`config.mk`:
```
export PLATFORM = sky130hd
export DESIGN_NAME = tick_timer
export DESIGN_NICKNAME = d
export VERILOG_FILES = /design/src/rtl/tick_timer.sv
export SDC_FILE = /design/constraint.sdc
export NUM_CORES = 1
export LEC_CHECK = 0
export BUFFER_PORTS_ARGS = -buffer_cell sky130_fd_sc_hd__buf_4
export CORE_ASPECT_RATIO = 0.6
export CORE_UTILIZATION = 45
export DETAILED_ROUTE_END_ITERATION = 8
export GPL_TIMING_DRIVEN = 0
export HOLD_SLACK_MARGIN = 0.08
export PLACE_DENSITY = 0.7
export SYNTH_ARGS = -nofsm -noshare
export SYNTH_HDL_FRONTEND = slang
export SYNTH_SLANG_ARGS = --single-unit
export TNS_END_PERCENT = 30
```
`constraint.sdc`:
```
create_clock -name clk -period 2.1 [get_ports clk]
set_input_delay 0.63 -clock clk [delete_from_list [all_inputs] [get_ports clk]]
set_output_delay 0.63 -clock clk [all_outputs]
set_load 0.1 [all_outputs]
```
`src/rtl/tick_timer.sv`:
```
module tick_timer #(
  parameter int CW = 24
) (
  input  logic        clk,
  input  logic        rst_n,
  input  logic        bus_valid,
  input  logic        bus_write,
  input  logic [3:0]  bus_addr,
  input  logic [31:0] bus_wdata,
  output logic [31:0] bus_rdata,
  input  logic        ref_tick,
  output logic        irq
);
  localparam logic [1:0] W_CTL = 2'd0;
  localparam logic [1:0] W_RLD = 2'd1;
  localparam logic [1:0] W_CUR = 2'd2;
  localparam logic [CW-1:0] ONE = CW'(1);

  logic [CW-1:0] cur_q, rld_q;
  logic run_q, ie_q, src_q, flag_q;

  wire [1:0] word   = bus_addr[3:2];
  wire       wr     = bus_valid && bus_write;
  wire       rd     = bus_valid && !bus_write;
  wire       wr_ctl = wr && word == W_CTL;
  wire       wr_rld = wr && word == W_RLD;
  wire       wr_cur = wr && word == W_CUR;
  wire       rd_ctl = rd && word == W_CTL;
  wire       go     = run_q && (src_q || ref_tick) && !wr_cur;
  wire       hit    = go && cur_q == ONE;
  wire       unused_bits = ^{bus_wdata[31:CW], bus_addr[1:0]};

  always_ff @(posedge clk or negedge rst_n) begin
    if (!rst_n) begin
      cur_q <= '0;
      rld_q <= '0;
      run_q <= 1'b0;
      ie_q <= 1'b0;
      src_q <= 1'b0;
      flag_q <= 1'b0;
      irq <= 1'b0;
    end else begin
      if (wr_cur) cur_q <= '0;
      else if (go) cur_q <= (cur_q == '0) ? rld_q : cur_q - ONE;
      if (wr_rld) rld_q <= bus_wdata[CW-1:0];
      if (wr_ctl) {src_q, ie_q, run_q} <= bus_wdata[2:0];
      if (wr_cur) flag_q <= 1'b0;
      else if (hit) flag_q <= 1'b1;
      else if (rd_ctl) flag_q <= 1'b0;
      irq <= hit && ie_q;
    end
  end

  always_comb begin
    bus_rdata = '0;
    if (rd) begin
      case (word)
        W_CTL: begin
          bus_rdata[2:0] = {src_q, ie_q, run_q};
          bus_rdata[16]  = flag_q;
        end
        W_RLD: bus_rdata[CW-1:0] = rld_q;
        W_CUR: bus_rdata[CW-1:0] = cur_q;
        default: bus_rdata = '0;
      endcase
    end
  end

  assert_irq_single_R8: assert property (@(posedge clk) disable iff (!rst_n)
    irq |=> !irq);
  assert_irq_with_flag_R8: assert property (@(posedge clk) disable iff (!rst_n)
    irq |-> flag_q);
  assert_hold_when_off_R9: assert property (@(posedge clk) disable iff (!rst_n)
    $past(!run_q && !wr_cur) |-> cur_q == $past(cur_q));
  assert_clear_on_write_R7: assert property (@(posedge clk) disable iff (!rst_n)
    $past(wr_cur) |-> (cur_q == '0 && !flag_q));
  assert_wrap_reload_R4: assert property (@(posedge clk) disable iff (!rst_n)
    $past(go && cur_q == '0) |-> cur_q == $past(rld_q));
  assert_ctl_zero_bits_R2: assert property (@(posedge clk) disable iff (!rst_n)
    rd_ctl |-> (bus_rdata[31:17] == '0 && bus_rdata[15:3] == '0));
endmodule

```
==> summary.txt, run 1 <==
Timing
  • Worst Max-Slew Pin Slew: 0.917 ns
  • Final-report max-slew violation count: 0
  • Setup TNS: -8.79 ns
  • Final hold viol count: 0
  • WHS: 0.375 ns
  • Final worst slack: -0.337 ns
  • Setup Skew: 0.00653 ns
  • Endpoints failing setup: 47
  • Final Cycle Share: 1.16
  • Slew headroom: 0.389
  • RSZ-0062 raised after global routing: yes
  • Peak Freq: 410 MHz
  • Period minus WS final: 2.44 ns

Die
  • Number of I/O pins: 74
  • Die X: 113 µm
  • Row cnt: 23
  • Core Box Area: 6910 µm²
  • Starting density of the core: 0.484
  • Die height: 68.7 µm
  • Die area: 7780 µm²

Worst setup path
  • CP startpoint: bus_addr[2]
  • Critical Path AT: 1.81 ns
  • Req. time, crit path: 1.47 ns
  • R2r setup slk: -0.23 ns
  • Reg2reg start: cur_q[18]$_DFFE_PN0P_
  • Critical path endpoint category: output pin
  • CP Max Fanout: 5
  • CP Launch Type: input port
  • Crit Path Class: in2out

Detailed routing
  • Metal3 WL: 1310 µm
  • Via count: 3420
  • Met2 WL: ~4900 µm
  • Wire length on met1: 5300 µm
  • Post-Route WL: 11800 µm
  • DR top layer: met4
  • DR WL/cell: 21.6 µm
  • TritonRoute pass-1 iters: 5
  • Routed vias/inst: between 6 and 7
  • Initial DRC count: 405
  • Routed Antenna Nets: 0
  • # DRC: 0

Synthesis
  • Register area share after synthesis: 0.397
  • Synthesized area per cell: 9.20 µm²
  • Ys async rst share: 1.00
  • Post-synth top area share: 0.397
  • EDFF count, synth: 0
  • Yosys reg bits: 53
  • Synth top cells by count: dfrtp_1, nor2_1, mux2_2, nand2_1, a21oi_1
  • Top cells by area, synth: dfrtp_1, mux2_2, nor2_1, a22oi_1, a21oi_1
  • Post-Syn Area: 3340 µm²
  • Primary FF master, synth: dfrtp_1
  • Synth cell types: 46
  • Most frequent cell after synthesis: dfrtp_1
  • Post-Synthesis Cells: between 300 and 400
  • Yosys top cell by area: dfrtp_1
  • Synth warnings: 0

Clock network
  • Root buffer cell: clkbuf_16
  • Clk sinks: 53
  • H-Tree Depth: 2
  • Clk Latency, worst-skew pair: 0.29 ns
  • Worst-path clk slew: 0.07 ns
  • Clock tree buffer depth: 2
  • CTS buffer count: 5
  • TritonCTS clock tree: built

Placed design
  • GPL Wtd Cong: slightly above 0.9
  • Final HPWL from detailed placement: between 7000 and 8000 µm
  • Placed insts: 512
  • Placed cell areas: 4340 µm²
  • IO Port Bufs: 55

Pwr
  • P_leak: approximately 2.1 nW
  • Pwr dens: 981 nW/µm²
  • Max rail drop VDD: 0.475 mV

Global route
  • Vias in the first global route: 3150
  • Tot GR Track Use: 0.305
  • Largest net degree at the start of global routing: 54
  • Initial antenna violation count: 0
  • Gr ovfl total: 0
  • First-pass GRT wire length: 17700 µm

Final layout
  • Final Cell Area: approximately 5300 µm²
  • Diodes inserted: 0
  • Share of layout cells above drive strength 1: 0.521
  • NumNets Final: 504
  • Area delta synth->final: 59.4%
  • Core Util, Final: 0.771
  • Count of non-filler cells in the finished layout: about 540

Status
  • Status: finished with violations
  • Failing checks: setup timing

Run
  • Total of max-cap violations: 0

Min path
  • Hold Crit Class: in2async
-- metal layers --
layer  track usage  up-vias
met4        0.0954        0
met2         0.444      217
met1         0.457     1639
met5             0        -
li1              -     1539
met3        0.0542       25
-- cell usage in the layout, fill, tap and decap left out, drive strengths merged, types with 4 or more instances in the layout --
master / netlist / routed
a211oi: 6 / 6
a21oi: 23 / 23
a222oi: 4 / 4
a22oi: 20 / 20
buf: 13 / 98
clkbuf: 21 / 22
conb: 1 / 8
dfrtp: 53 / 53
ha: 7 / 7
inv: 5 / 5
mux2: 31 / 31
mux2i: 6 / 6
nand2: 25 / 25
nand3: 11 / 11
nand4: 5 / 5
nor2: 44 / 44
nor3: 10 / 10
nor4: 12 / 12
o21ai: 12 / 12
o22ai: 13 / 13
o31ai: 4 / 4
or3: 4 / 4
or4: 4 / 4
-- through the flow --
stage	setup slack (ns)	total power, mW
6_report	-0.337	5.22
5_1_grt	-0.429	5.48
4_1_cts	-0.374	5.03
3_5_place_dp	-0.682	3.74
3_3_place_gp	-0.714	3.70
2_1_floorplan	-0.267	3.17
-- state kept, by name (all words and copies together) (netlist names) --
register  cells
cur_q        24
flag_q        1
ie_q          1
irq           1
rld_q        24
run_q         1
src_q         1
-- where the power goes --
group | switching [mW] | internal, mW
logic | 1.56 | 1.03
clock network | 0.382 | 0.506
registers | 0.443 | 1.30
total | 2.38 | 2.83
-- area by class of cell --
cell class                      instances  area (µm²)
Clock inverter                          1        5.00
Buffer                                 31         320
Multi-Input combinational cell        278        2370
Tap cell                               87         109
Timing Repair Buffer                   82        1000
Clock buffer                            7         153
Fill cell                             473        1580
Sequential cell                        53        1330
Inverter                                5        36.3
-- worst max-delay path, stage by stage --
cell	delay [ns]
buf_12	0.10
inv_12	0.03
ha_4	0.15
buf_8	0.12
a222oi_1	0.51
nor2_4	0.08
buf_12	0.18
-- cell families after synthesis --
| group | count (synthesis) | share of synthesized area |
|---|---|---|
| AOI/OAI and AO/OA | 99 | 0.198 |
| adders and majority gates | 7 | 0.0262 |
| buffers and inverters | 39 | 0.0592 |
| DFF | 53 | 0.397 |
| muxes | 37 | 0.124 |
| other | 1 | 0.00112 |
| and+or+nand+nor | 127 | 0.195 |
-- worst paths after layout --
kind,end,cells past startpoint
min in group clk,flag_q$_DFFE_PN0P_,1
max in group asynchronous,cur_q[20]$_DFFE_PN0P_,1
setup reg to reg,cur_q[23]$_DFFE_PN0P_,6
hold reg to reg,flag_q$_DFFE_PN0P_,1
hold / removal,irq$_DFF_PN0_,1
setup / recovery,bus_rdata[16],7
-- repair_timing --
item / CTS / global route
endpoints found under the hold margin: 0 / 0
gates resized for setup: 139 / 17
cloned: 3 / 3
setup endpoints to repair: 68 / 68
buffers inserted: 19 / 3
pin swaps: 39 / 8
hold buffers: 0 / 0
(Power assumes the default switching activity.)
==> run 2: changes to the inputs <==
- clock period: 2.1 -> 2 ns (I/O delays scaled with it)
==> run 2 against run 1 <==
Against the previous run:
- the run still ends with setup timing left
- sequential cell count did not move
- critical path depth is the same
- design area about the same
- sequential power is 9% higher
- non-clock buffer count is 1 lower
- combinational power increased by 7%
- register-to-register slack worse by 0.06 ns
- critical path type unchanged
- largest cell class unchanged
==> summary.txt, run 2 (synthesized netlist as in run 1, its figures left out) <==
Status
  • Status: finished with violations
  • Failing checks: setup timing

Final layout
  • Biggest regs: cur_q x24, rld_q x24
  • Area delta synth->final: 59.3% (about the same)
  • NumNets Final: 503 (-0.20%)
  • Commonest non-fill, non-tap cell in the layout: buf_4
  • Final Cell Area: 5320 µm² (about the same)
  • Core Util, Final: 0.770 (about the same)
  • Diodes inserted: 0 (unchanged)
  • Layout filler cell count: 479 (+1.3%)
  • Share of layout cells above drive strength 1: 0.531 (+0.00991)
  • Most frequent cells in the layout: buf_4, dfrtp_1, mux2_2
  • Count of non-filler cells in the finished layout: 543 (-0.18%)

Detailed routing
  • Via count: 3436 (+0.47%)
  • Routed Antenna Nets: 0 (unchanged)
  • Initial DRC count: 424 (+4.7%)
  • TritonRoute pass-1 iters: 5 (unchanged)
  • DR WL/cell: 21.4 µm (-1.1%)
  • Post-Route WL: 11600 µm (-1.3%)
  • # DRC: 0 (unchanged)
  • Routed vias/inst: 6.33 (+0.65%)

Timing
  • Endpoints failing setup: 48 (+2.1%)
  • Final hold viol count: 0 (unchanged)
  • Slew headroom: 0.396 (+0.00743)
  • Setup Skew: 0.00969 ns (+0.00316 ns)
  • Final-report max-slew violation count: 0 (unchanged)
  • Final Cycle Share: 1.19
  • Worst Max-Slew Pin Slew: 0.906 ns (-0.0111 ns)
  • Peak Freq: ~420 MHz
  • Setup TNS: -11.94 ns (-3.16 ns)
  • RSZ-0062 raised after global routing: yes
  • Final worst slack: -0.381 ns (-0.0439 ns)
  • WHS: 0.340 ns (-0.0353 ns)
  • Period minus WS final: approximately 2.4 ns

Clock network
  • TritonCTS clock tree: built
  • Root buffer cell: clkbuf_16
  • Post-cts hold buffer count: 0 (unchanged)
  • Clk sinks: 53 (unchanged)
  • H-Tree Depth: 2 (unchanged)
  • CTS buffer count: 5 (unchanged)
  • Clock tree buffer depth: 2 (unchanged)
  • Worst-path clk slew: 0.07 ns (about the same)
  • Clk Latency, worst-skew pair: 0.30 ns (about the same)

Global route
  • Gr ovfl total: 0 (unchanged)
  • Tot GR Track Use: 0.301 (-0.00397)
  • Largest net degree at the start of global routing: 54 (unchanged)
  • Initial antenna violation count: 0 (unchanged)
  • Vias in the first global route: 3062 (-2.8%)
  • First-pass GRT wire length: 17500 µm (-1.5%)

Worst setup path
  • RR Endpoint: cur_q[23]$_DFFE_PN0P_
  • Delay-heaviest family, CP: compound AO/OA/AOI/OAI gates
  • Critical Path AT: 1.78 ns (-0.03 ns)
  • Reg2reg start: cur_q[19]$_DFFE_PN0P_
  • CP startpoint: bus_addr[2]
  • Critical path endpoint category: output pin
  • End of the critical path: bus_rdata[16]
  • Worst-path cell chain: buf_12 > inv_12 > ha_4 > buf_8 > a222oi_1 > nor2_4 > buf_12
  • CP Launch Type: input port
  • Worst path depth: 7 (unchanged)
  • Critical-path top delay cell: a222oi_1
  • Worst path max stage delay: 0.52 ns (about the same)
  • Reg2Reg Depth: 5 (-1)
  • Buf/Inv on CP: 4 (unchanged)
  • Top cell by count, worst path: buf_12
  • Req. time, crit path: 1.40 ns (-0.07 ns)
  • Crit Path Class: in2out
  • CP Max Fanout: 5 (unchanged)
  • R2r setup slk: -0.29 ns (-0.06 ns)

Die
  • Die area: 7780 µm² (unchanged)
  • Row cnt: 23 (unchanged)
  • Die height: 68.7 µm (unchanged)
  • Number of I/O pins: 74 (unchanged)
  • Starting density of the core: 0.484 (unchanged)
  • Core Box Area: 6910 µm² (unchanged)
  • Die X: 113 µm (unchanged)

Pwr
  • Max rail drop VDD: 0.526 mV (+11%)
  • Power Total: 5.59 mW (+7.1%)
  • P_leak: 2.14 nW (-0.14%)
  • Pwr dens: 1050 nW/µm² (+7.1%)

Placed design
  • Final HPWL from detailed placement: 7580 µm (unchanged)
  • Placed cell areas: 4340 µm² (unchanged)
  • GPL Wtd Cong: 0.925 (unchanged)
  • Placed insts: 512 (unchanged)
  • IO Port Bufs: 55 (unchanged)
  • Place WS: -0.782 ns (-0.100 ns)

Run
  • Total of max-cap violations: 0 (unchanged)

Min path
  • Hold Crit Class: in2async
run 2: changes by cell type in the layout (fill, tap and decap cells not counted), sizes merged:
cell / delta
buf: -1
run 2: power breakdown:
part / total (mW) / internal, mW / switching [mW]
Clock: 0.934 / 0.532 / 0.402
Combinational: 2.76 / 1.17 / 1.59
Sequential: 1.89 / 1.37 / 0.523
run 2: per-layer routing:
layer,track usage,share of wire,vias up,wire length (µm)
li1,-,-,1542,-
met1,0.455,0.46,1658,5390
met2,0.430,0.42,213,4920
met3,0.0533,0.094,23,1100
met4,0.100,0.017,0,193
met5,0,0,-,0
run 2: worst min-delay path by stage:
stage / from / endpoint
final: rst_n / rld_q[18]$_DFFE_PN0P_
after global routing: rst_n / rld_q[18]$_DFFE_PN0P_
after CTS: rst_n / irq$_DFF_PN0_
after detailed placement: flag_q$_DFFE_PN0P_ / flag_q$_DFFE_PN0P_
after global placement: flag_q$_DFFE_PN0P_ / flag_q$_DFFE_PN0P_
after floorplan: rst_n / cur_q[0]$_DFFE_PN0P_
run 2: area by class of cell:
| class | instances | area (µm²) | share of cell area |
|---|---|---|---|
| Clock buffer | 7 | 153 | 0.0287 |
| Clock inverter | 1 | 5.00 | 0.000941 |
| Buffer | 27 | 299 | 0.0562 |
| Sequential cell | 53 | 1340 | 0.251 |
| Tap cell | 87 | 109 | 0.0205 |
| Timing Repair Buffer | 85 | 1020 | 0.191 |
| Multi-Input combinational cell | 278 | 2370 | 0.445 |
| Inverter | 5 | 36.3 | 0.00682 |
run 2: what timing repair did:
action	CTS	global route
pin swaps	30	14
setup buffers	18	9
resized for setup	138	21
setup endpoints to repair	68	48
gates cloned	3	1
==> run 3: changes to the inputs <==
- CORE_UTILIZATION: 45 -> 49
- CTS_BUF_LIST: unset -> sky130_fd_sc_hd__clkbuf_16
- PLACE_DENSITY: 0.7 -> 0.75
==> run 3 against run 2 <==
Against the previous run:
- the run still ends with setup timing left
- die area down 8.0%
- sequential cell count did not move
- clock skew decreased by 0.0041 ns
- via count up 5.2%
- design area grew 0.21%
- critical endpoint unchanged
- largest cell class unchanged
- highest routed layer unchanged
==> summary.txt, run 3 (synthesized netlist as in run 1, its figures left out) <==
Timing
  • Peak Freq: 427 MHz (+1.5%)
  • Worst Max-Slew Pin Slew: 0.848 ns (-0.0575 ns)
  • Final hold viol count: 0 (unchanged)
  • Final-report max-slew violation count: 0 (unchanged)
  • RSZ-0062 raised after global routing: yes
  • Setup Skew: 0.00561 ns (-0.00408 ns)
  • Slew headroom: 0.434 (+0.0383)
  • Final Cycle Share: 1.17 (-0.0180)
  • Period minus WS final: 2.34 ns (-0.0359 ns)
  • Endpoints failing setup: 48 (unchanged)
  • Final worst slack: -0.345 ns (+0.0359 ns)

Detailed routing
  • Routed Antenna Nets: 0 (unchanged)
  • DR WL/cell: 22.3 µm (+4.2%)
  • Initial DRC count: 448 (+5.7%)
  • TritonRoute pass-1 iters: 5 (unchanged)
  • # DRC: 0 (unchanged)
  • Post-Route WL: 12100 µm (+4.2%)
  • Routed vias/inst: 6.66 (+5.2%)
  • Via count: 3616 (+5.2%)

Clock network
  • Worst-path clk slew: 0.07 ns (about the same)
  • TritonCTS clock tree: built
  • Root buffer cell: clkbuf_16
  • Clock tree buffer depth: 2 (unchanged)
  • CTS buffer count: 5 (unchanged)
  • Clk sinks: 53 (unchanged)
  • H-Tree Depth: 2 (unchanged)
  • Clk Latency, worst-skew pair: 0.29 ns (about the same)

Pwr
  • P_leak: 2.16 nW (+0.75%)
  • Power Total: 5.54 mW (-0.93%)
  • Pwr dens: 1040 nW/µm² (-1.1%)
  • Max rail drop VDD: 0.617 mV (+17%)

Die
  • Die X: 109 µm (-4.1%)
  • Row cnt: 22 (-4.3%)
  • Number of I/O pins: 74 (unchanged)
  • Core Box Area: 6330 µm² (-8.3%)
  • Starting density of the core: 0.527 (+0.0440)
  • Die height: 65.9 µm (-4.1%)
  • Die area: 7160 µm² (-8.0%)

Final layout
  • Diodes inserted: 0 (unchanged)
  • Commonest non-fill, non-tap cell in the layout: buf_4
  • Biggest regs: cur_q x24, rld_q x24
  • Share of layout cells above drive strength 1: 0.538 (+0.00742)
  • NumNets Final: 507 (+0.80%)
  • Count of non-filler cells in the finished layout: 543 (unchanged)
  • Most frequent cells in the layout: buf_4, dfrtp_1, mux2_2
  • Area delta synth->final: 59.7%

Worst setup path
  • CP Max Fanout: 7 (+2)
  • Crit Path Class: in2out
  • CP Launch Type: input port
  • Req. time, crit path: 1.40 ns (about the same)
  • Critical Path AT: 1.74 ns (-0.04 ns)
  • Critical path endpoint category: output pin

Global route
  • Met1 Use GR: 0.479 (+0.0242)
  • Largest net degree at the start of global routing: 54 (unchanged)
  • Vias in the first global route: 3429 (+12%)
  • Initial antenna violation count: 0 (unchanged)
  • Grt peak-use layer: met2
  • Tot GR Track Use: 0.345 (+0.0437)
  • Met3 global-route usage: 0.0837 (+0.0304)
  • First-pass GRT wire length: 18200 µm (+4.2%)
  • Grt met2 use: 0.528 (+0.0983)
  • Gr ovfl total: 0 (unchanged)

Min path
  • Hold Crit Class: in2async

Placed design
  • Placed insts: 509 (-0.59%)
  • Final HPWL from detailed placement: 7470 µm (-1.5%)
  • GPL Wtd Cong: 0.941 (+1.7%)
  • IO Port Bufs: 55 (unchanged)
  • Place WS: -0.873 ns (-0.0916 ns)

Run
  • Total of max-cap violations: 0 (unchanged)

Status
  • Status: finished with violations
  • Failing checks: setup timing
## run 3: cell type report
class / instances / area, µm²
Fill cell: 348 / 998
Timing Repair Buffer: 87 / 1050
Tap cell: 84 / 105
Multi-Input combinational cell: 278 / 2360
Buffer: 29 / 307
Clock buffer: 5 / 125
Inverter: 5 / 38.8
Sequential cell: 53 / 1340
Clock inverter: 2 / 7.51
## run 3: where the power goes
group / leakage (nW) / internal, mW / switching (mW) / total (mW)
clock network: 0.0685 / 0.450 / 0.381 / 0.831
registers: 0.656 / 1.37 / 0.484 / 1.86
logic: 1.43 / 1.17 / 1.68 / 2.85
## run 3: routing by layer
layer | vias to the layer above | wire, µm | part of all wire
li1 | 1550 | - | -
met1 | 1720 | 5040 | 0.42
met2 | 293 | 5220 | 0.43
met3 | 53 | 1440 | 0.12
met4 | 0 | 383 | 0.032
met5 | - | 0 | 0
## run 3: worst paths after layout
kind	startpoint	endpoint	slack (ns)	cells past startpoint
hold reg to reg	flag_q$_DFFE_PN0P_	flag_q$_DFFE_PN0P_	0.48	1
setup reg to reg	cur_q[6]$_DFFE_PN0P_	cur_q[23]$_DFFE_PN0P_	-0.29	5
max in group asynchronous	rst_n	cur_q[10]$_DFFE_PN0P_	1.15	1
hold / removal	rst_n	irq$_DFF_PN0_	0.35	1
min in group clk	flag_q$_DFFE_PN0P_	flag_q$_DFFE_PN0P_	0.48	1
setup / recovery	bus_addr[2]	bus_rdata[16]	-0.34	6
## run 3: timing repair
action | in CTS | in global routing
pin swaps | 36 | 14
gates cloned | 2 | 2
setup endpoints to repair | 69 | 60
hold endpoints to repair | 0 | 0
hold buffers | 0 | 0
setup buffers | 22 | 6
gates resized for setup | 136 | 30
## run 3: worst max-delay path, stage by stage
cell and delay, ns:
buf_12 0.10, inv_12 0.03, ha_4 0.17, a222oi_1 0.59
nor2_4 0.06, buf_12 0.18
## run 3: through the flow
stage          instance area, µm²   util  setup TNS [ns]  hold WS [ns]
6_report                     5330  0.842          -10.92         0.351
5_1_grt                      5330  0.842          -13.13         0.404
4_1_cts                      5200  0.821          -10.58         0.380
3_5_place_dp                 4330  0.684          -34.85         0.471
3_3_place_gp                 4330  0.684          -33.09         0.459
2_1_floorplan                3810      -          -10.03         0.304
